<file path="src/rtl/nibmul_pkg.sv">
package nibmul_pkg;
    localparam int NIB_W  = 4;
    localparam int OP_W   = 2 * NIB_W;
    localparam int PP_W   = 2 * NIB_W;
    localparam int MID_W  = PP_W + 1;
    localparam int HI_W   = 3 * NIB_W;
    localparam int PROD_W = 4 * NIB_W;
    localparam int N_PP   = 4;

    typedef logic [PP_W-1:0] pp_t;

    typedef struct packed {
        logic              v1;
        pp_t               r1;
        pp_t               s1;
        pp_t               t1;
        pp_t               u1;
        logic              v2;
        pp_t               r2;
        pp_t               u2;
        logic [MID_W-1:0]  m2;
        logic              v3;
        logic [PROD_W-1:0] p3;
    } pipe_t;
endpackage

</file>
<file path="src/rtl/nibmul_lut.sv">
module nibmul_lut #(
    parameter int W = 4
) (
    input  logic [W-1:0]   a,
    input  logic [W-1:0]   b,
    output logic [2*W-1:0] p
);
    localparam int N = 1 << (2 * W);
    localparam int MASK = (1 << W) - 1;

    function automatic logic [2*W-1:0] entry(input int idx);
        int hi;
        int lo;
        hi = idx >> W;
        lo = idx & MASK;
        return (2*W)'(hi * lo);
    endfunction

    logic [2*W-1:0] tbl [N];

    for (genvar i = 0; i < N; i++) begin : g_fill
        assign tbl[i] = entry(i);
    end

    assign p = tbl[{a, b}];

    // table content matches a direct nibble product
    always_comb begin
        p_lut_entry_r2: assert (p == ({{W{1'b0}}, a} * {{W{1'b0}}, b}));
    end
endmodule

</file>
<file path="src/rtl/nibmul_pp4.sv">
module nibmul_pp4
    import nibmul_pkg::*;
(
    input  logic [OP_W-1:0] x,
    input  logic [OP_W-1:0] y,
    output pp_t             pp [N_PP]
);
    // index 0: xlo*ylo, 1: xlo*yhi, 2: xhi*ylo, 3: xhi*yhi
    for (genvar k = 0; k < N_PP; k++) begin : g_pp
        logic [NIB_W-1:0] a_sel;
        logic [NIB_W-1:0] b_sel;
        assign a_sel = (k / 2 == 1) ? x[OP_W-1:NIB_W] : x[NIB_W-1:0];
        assign b_sel = (k % 2 == 1) ? y[OP_W-1:NIB_W] : y[NIB_W-1:0];
        nibmul_lut #(.W(NIB_W)) lut_i (
            .a (a_sel),
            .b (b_sel),
            .p (pp[k])
        );
    end
endmodule

</file>
<file path="src/rtl/nibmul_par.sv">
module nibmul_par
    import nibmul_pkg::*;
#(
    parameter bit PIPELINED = 1'b1
) (
    input  logic              clk,
    input  logic              rst_n,
    input  logic [OP_W-1:0]   in_a,
    input  logic [OP_W-1:0]   in_b,
    input  logic              in_valid,
    output logic [PROD_W-1:0] out_prod,
    output logic              out_valid
);
    pp_t pp [N_PP];

    nibmul_pp4 pp_i (
        .x  (in_a),
        .y  (in_b),
        .pp (pp)
    );

    if (PIPELINED) begin : g_pipe
        pipe_t pipe_d;
        pipe_t pipe_q;
        logic [HI_W:0] hi_sum;
        logic [1:0]    age_q;

        always_comb begin
            pipe_d    = pipe_q;
            // stage 1: partial products
            pipe_d.v1 = in_valid;
            pipe_d.r1 = pp[0];
            pipe_d.s1 = pp[1];
            pipe_d.t1 = pp[2];
            pipe_d.u1 = pp[3];
            // stage 2: middle-weight sum
            pipe_d.v2 = pipe_q.v1;
            pipe_d.r2 = pipe_q.r1;
            pipe_d.u2 = pipe_q.u1;
            pipe_d.m2 = {1'b0, pipe_q.s1} + {1'b0, pipe_q.t1};
            // stage 3: upper sum, low nibble passes straight
            hi_sum    = {1'b0, pipe_q.u2, pipe_q.r2[PP_W-1:NIB_W]}
                      + {{(HI_W + 1 - MID_W){1'b0}}, pipe_q.m2};
            pipe_d.v3 = pipe_q.v2;
            pipe_d.p3 = {hi_sum[HI_W-1:0], pipe_q.r2[NIB_W-1:0]};
        end

        always_ff @(posedge clk) begin
            if (!rst_n) begin
                pipe_q <= '0;
                age_q  <= '0;
            end else begin
                pipe_q <= pipe_d;
                if (age_q != 2'd3) age_q <= age_q + 2'd1;
            end
        end

        assign out_prod  = pipe_q.p3;
        assign out_valid = pipe_q.v3;

        p_no_overflow_r4: assert property (@(posedge clk) disable iff (!rst_n)
            !hi_sum[HI_W]);
        p_valid_latency_r5: assert property (@(posedge clk) disable iff (!rst_n)
            (age_q == 2'd3) |-> (out_valid == $past(in_valid, 3)));
        p_product_r1: assert property (@(posedge clk) disable iff (!rst_n)
            (age_q == 2'd3) |-> (out_prod ==
                ({{NIB_W{1'b0}}, NIB_W'(0), $past(in_a, 3)} *
                 {{NIB_W{1'b0}}, NIB_W'(0), $past(in_b, 3)})));
        p_reset_clear_r7: assert property (@(posedge clk)
            !rst_n |=> (!out_valid && out_prod == '0));
    end else begin : g_comb
        logic [MID_W-1:0] mid_c;
        logic [HI_W:0]    hi_c;

        always_comb begin
            mid_c     = {1'b0, pp[1]} + {1'b0, pp[2]};
            hi_c      = {1'b0, pp[3], pp[0][PP_W-1:NIB_W]}
                      + {{(HI_W + 1 - MID_W){1'b0}}, mid_c};
            out_prod  = {hi_c[HI_W-1:0], pp[0][NIB_W-1:0]};
            out_valid = in_valid;
        end

        always_comb begin
            p_comb_prod_r1: assert (out_prod ==
                ({{OP_W{1'b0}}, in_a} * {{OP_W{1'b0}}, in_b}));
            p_comb_carry_r4: assert (!hi_c[HI_W]);
        end
    end
endmodule

</file>
<file path="config.mk">
export PLATFORM = sky130hd
export DESIGN_NAME = nibmul_par
export DESIGN_NICKNAME = d
export VERILOG_FILES = /design/src/rtl/nibmul_pkg.sv /design/src/rtl/nibmul_lut.sv /design/src/rtl/nibmul_pp4.sv /design/src/rtl/nibmul_par.sv
export SDC_FILE = /design/constraint.sdc
export NUM_CORES = 1
export LEC_CHECK = 0
export BUFFER_PORTS_ARGS = -buffer_cell sky130_fd_sc_hd__clkbuf_2
export CORE_MARGIN = 5
export CORE_UTILIZATION = 60
export CTS_CLUSTER_DIAMETER = 120
export DETAILED_ROUTE_END_ITERATION = 6
export GPL_ROUTABILITY_DRIVEN = 0
export PLACE_DENSITY = 0.86
export SYNTH_ARGS = -nofsm -noshare
export SYNTH_HDL_FRONTEND = slang
export SYNTH_SLANG_ARGS = --single-unit
</file>
<file path="constraint.sdc">
create_clock -name clk -period 5.35 [get_ports clk]
set_input_delay 1.07 -clock clk [delete_from_list [all_inputs] [get_ports clk]]
set_output_delay 1.07 -clock clk [all_outputs]
set_load 0.005 [all_outputs]
</file>
==> results of run 1 <==
==> per-layer routing <==
metal | up-vias | wire [µm]
met3 | 117 | 3110
li1 | 3288 | -
met5 | - | 0
met4 | 0 | 1030
met1 | 3134 | 7780
met2 | 623 | 8450
==> cell usage after synthesis, types with 12 or more instances <==
library cell and instances:
mux2i_1 16, xnor2_1 12, inv_1 18, buf_4 20, nand2b_1 23, nor3_1 27
buf_2 43, nand2_1 67, and2_1 32, a21oi_1 64, clkbuf_1 34, ha_1 41
o211ai_1 14, dfxtp_1 76, a211oi_1 30, nor2_1 87, nor2b_1 16, a221oi_1 16
nand3_1 21, a31oi_1 12, o21ai_0 85, xor2_1 12
==> flip-flops by register name, summed over array words and instances, names as in the netlist <==
| signal | count |
|---|---|
| out_prod | 16 |
| g_pipe.pipe_d | 22 |
| out_valid | 1 |
| g_pipe.pipe_q | 37 |
==> worst max-delay path: cells and delay by family <==
| kind | cells | cell delay (ps) |
|---|---|---|
| buffers and inverters | 2 | 650 |
| AO/OA/AOI/OAI | 4 | 780 |
| adder cells (fa/ha/maj) | 1 | 630 |
| AND/OR/NAND/NOR | 2 | 520 |
==> stage by stage <==
step | instance area [µm²] | hold slack, ps | instances | setup WS [ps] | total power, mW
5_1_grt | 7040 | 449 | 1030 | 1690 | 1.73
3_3_place_gp | 6760 | 415 | 1014 | 1710 | 1.08
3_5_place_dp | 6760 | 419 | 1014 | 1630 | 1.09
6_report | 7040 | 424 | 1030 | 1900 | 1.66
4_1_cts | 7040 | 427 | 1030 | 1970 | 1.64
2_1_floorplan | 6890 | 412 | 934 | 2320 | 0.996
==> final timing paths <==
kind / to / cells past startpoint
max: g_pipe.pipe_q[55] / 9
min reg2reg: g_pipe.pipe_d[2] / 1
max reg2reg: out_prod[14] / 9
min: g_pipe.pipe_d[2] / 1
==> area by class of cell <==
class / count / area [µm²]
Sequential cell: 76 / 1520
Clock inverter: 7 / 51.3
Tap cell: 143 / 179
Multi-Input combinational cell: 727 / 4730
Inverter: 24 / 90.1
Clock buffer: 9 / 225
Fill cell: 1012 / 4280
Timing Repair Buffer: 44 / 243
==> power groups by stage <==
| stage | registers, mW | clock network [mW] | logic, mW |
|---|---|---|---|
| floorplan | 0.625 | 0 | 0.370 |
| global placement | 0.630 | 0 | 0.455 |
| detailed placement | 0.631 | 0 | 0.461 |
| CTS | 0.619 | 0.562 | 0.464 |
| global route | 0.622 | 0.584 | 0.527 |
| finish | 0.619 | 0.558 | 0.486 |
==> cells by family after synthesis <==
family,count (synthesis),synth area share [%]
compound gates,329,31.4
fa+ha+maj,43,8.02
buf+inv,131,9.35
mux,25,4.37
xor+xnor,24,3.05
flops,76,22.1
simple gates,306,21.7
==> flow_summary.ini, run 1 <==
[final_layout]
fin_util_pct = 62.2
nets = 944
diodes = 0
syn2layout_area_growth_pct = 2.09
drive_above_1_share_pct = 9.24
layout_commonest_cell = nor2_1
final_cell_mix = nor2_1, o21ai_0, dfxtp_1, nand2_1, a21oi_1

[power]
p_sw_uw = 570
leakagePower_nw = 2.84
p_int_mw = 1.09
p_seq_share_pct = 37.2
p_clk_share_pct = 33.6
peakVddDrop_v = 0.000189
swShare_pct = 34.3
p_per_area_nw_per_um2 = 236
combPwrFrac_pct = 29.2

[worst_setup_path]
critPathSlowestCell = ha_1
worstPathArrival_ps = 3660
r2r_slack_ps = 3220
cp.required_ps = 5570
crit_type = primary input to flip-flop
worstReg2RegStart = g_pipe.pipe_q[17]
cp_slowest_stage_delay_ps = 630
critical_path.startpoint = in_b[1]
path_cells = clkbuf_2 > inv_1 > ha_1 > nor2b_1 > a21oi_1 > a21oi_1 > o21bai_1 > a311o_1 > and3_1
crit_path_start_kind = primary input
cpMostUsedCell = a21oi_1
critPathCaptureType = flip-flop
critPathMaxFanout = 22

[floorplanning]
die_h_um = 117
placementRows = 39
initial_core_util_pct = 60.9
io_pins = 36
core_um2 = 11300
fp.dieArea_um2 = 13700
die_w_um = 117

[clock_network]
postCtsSetupBuffers = 0
ctsHoldBuffers = 0
cts_made_buffers = 9
clock_latency_ps = 340
clk_pin_slew_ps = 60
cts_tree = done
cts.repair.resized = 0
clockBufferDepth = 2
cts_root_buffer = clkbuf_16
htreeDepth = 3
cts.sinks = 76

[detailed_routing]
drt_wl_total_um = 20400
wl_per_cell_um = 19.8
drc = 0
drtIter0Drc = 1318
ant_nets = 0
viasPerCell = 6.95
firstDrtPassIters = 6
num_vias = 7162

[job]
maxCapViolCount = 0

[logic_synthesis]
synth_top_area_share_pct = 22.1
yosysUniqueCellTypes = 78
syn_area_per_cell_um2 = 7.38
yosysWarnings = 0
synth_largest_area_cell = dfxtp_1
syn_area_um2 = 6890
synthFlopType = dfxtp_1
ys_seq_area_share_pct = 22.1
async_reset_ff_share_pct = 0
ys_ff_latch = 76
ys_top_cells_by_area = dfxtp_1, ha_1, o21ai_0
netlist_instances = 934
synth_edf_count = 0
synth_fp_nets = 996

[timing]
fmax_mhz = 290
rsz0062_at_grt = no
worst_pin_slew_ps = 1110
tns_ps = 0
fin_skew_ps = 10.4
period_needed_ps = 3450
slew_viol_final = 0
final_hold_viol_count = 0
max_slew_margin_pct = 25.9
fin_crit_sh_pct = 64.5
final-setup-viol-count = 0

[run_status]
status = finished, final reports clean

[global_route]
first_global_vias = 6297
use_met3_pct = 9.56
grtUsageMet1_pct = 40.4
grt_max_degree = 64
grt.met2_usage_pct = 43.7
grt_pass1_wl_um = 32700
grt.busiest_layer = met2
grt_overflow_total = 0
antenna_found_initial = 0
grt.total_usage_pct = 30.0

[place]
dpl.hpwl_um = 13500
port_buffers = 35

[min_path]
min_from = g_pipe.pipe_d[36]
min_path_type = flip-flop to flip-flop
Power figures use the tool's default switching activity.
==> run 2, diff against run 1 <==
- CORE_UTILIZATION: 60 -> 57
- clock period: 5.35 -> 2.8 ns (I/O delays scaled with it)
==> flow_summary.ini, run 2 (synthesized netlist as in run 1, its figures left out) <==
[global_route]
first_global_vias = 6796
grt_pass1_wl_um = 34300
grt_max_degree = 36
grt_overflow_total = 0
antenna_found_initial = 0
grt.total_usage_pct = 28.9

[final_layout]
layout_commonest_cell = nor2_1
final_cell_mix = nor2_1, o21ai_0, dfxtp_1, nand2_1, a21oi_1
largest_reg_flops = 37
fin_util_pct = 62.3
final_area_um2 = 7420
drive_above_1_share_pct = 13.6
nets = 990
final_cells = 1080
top_register = g_pipe.pipe_q
diodes = 0
syn2layout_area_growth_pct = 7.57
fillerInstances = 1044

[floorplanning]
fp.dieArea_um2 = 14400
die_w_um = 120
placementRows = 40
io_pins = 36
initial_core_util_pct = 57.9
core_um2 = 11900
die_h_um = 120

[timing]
period_needed_ps = 2360
worst_pin_slew_ps = 655
fin_skew_ps = 8.39
max_slew_margin_pct = 55.8
final_hold_viol_count = 0
fin_crit_sh_pct = 84.4
setup_slack_ps = 436
tns_ps = 0
fmax_mhz = 423
final-setup-viol-count = 0
rsz0062_at_grt = no
holdWs_ps = 425
slew_viol_final = 0

[detailed_routing]
drtIter0Drc = 1484
viasPerCell = 6.88
drt_wl_total_um = 21100
num_vias = 7428
firstDrtPassIters = 6
wl_per_cell_um = 19.6
ant_nets = 0
drc = 0

[min_path]
min_path_type = flip-flop to flip-flop
min_from = g_pipe.pipe_d[36]

[clock_network]
clk_pin_slew_ps = 60
clockBufferDepth = 2
cts.repair.resized = 0
htreeDepth = 3
cts_root_buffer = clkbuf_16
ctsHoldBuffers = 0
clock_latency_ps = 330
cts_tree = done
cts_made_buffers = 9
postCtsSetupBuffers = 0
cts.sinks = 76

[place]
dp_slack_ps = 277
port_buffers = 35
placed_cell_area_um2 = 7110
dp.cells = 1064
dpl.hpwl_um = 14900

[worst_setup_path]
critical_path.startpoint = in_b[5]
worst-path-buf-inv = 3
cp_slowest_stage_delay_ps = 550
worstPathArrival_ps = 2640
critPathSlowestCell = o41ai_1
critPathCaptureType = flip-flop
crit_type = primary input to flip-flop
cp.required_ps = 3070
crit_path_start_kind = primary input
critPathMaxFanout = 11
path_cells = clkbuf_2 > inv_1 > ha_1 > buf_4 > nand2_1 > nand3_1 > a31oi_1 > nor2_1 > o41ai_1 > a32o_1
cp_top_family = compound AO/OA/AOI/OAI gates
worstReg2RegStart = g_pipe.pipe_q[17]

[power]
leakagePower_nw = 3.08
p_per_area_nw_per_um2 = 449
peakVddDrop_v = 0.000339
power_mw = 3.33

[run_status]
status = finished, final reports clean

[job]
maxCapViolCount = 0
run 2: cell types whose count changed in the layout (fill, tap and decap cells not counted):
| cell | before | now |
|---|---|---|
| clkinvlp_4 | 2 | 1 |
| inv_6 | 1 | 0 |
| clkinv_4 | 2 | 0 |
| clkbuf_1 | 0 | 1 |
| buf_4 | 9 | 55 |
| bufinv_16 | 0 | 1 |
| clkbuf_8 | 0 | 2 |
run 2: per-layer routing:
metal	track usage, %	routed length [µm]
met1	37.7	7960
met5	0	0
met4	14.6	1170
met3	7.96	2940
met2	43.7	9070
run 2: final timing paths:
path / end / slack, ps / depth (start not counted)
min reg2reg: g_pipe.pipe_d[2] / 430 / 1
max: g_pipe.pipe_q[63] / 440 / 10
min: g_pipe.pipe_d[2] / 430 / 1
max reg2reg: out_prod[14] / 620 / 9
run 2: area by class of cell:
type	count	area [µm²]	share of cell area (%)
clock buffer	12	256	3.46
clock inverter	4	47.5	0.641
inverter	24	90.1	1.21
multi-input combinational	727	4730	63.8
sequential	76	1520	20.5
tap	147	184	2.48
timing repair buffer	90	588	7.93
run 2: where the power goes:
group	internal [mW]	switching [mW]	total, mW	leakage (nW)
combinational	0.373	0.615	0.987	2.31
sequential	1.16	0.0260	1.18	0.624
clock	0.735	0.422	1.16	0.149
total	2.26	1.06	3.33	3.08
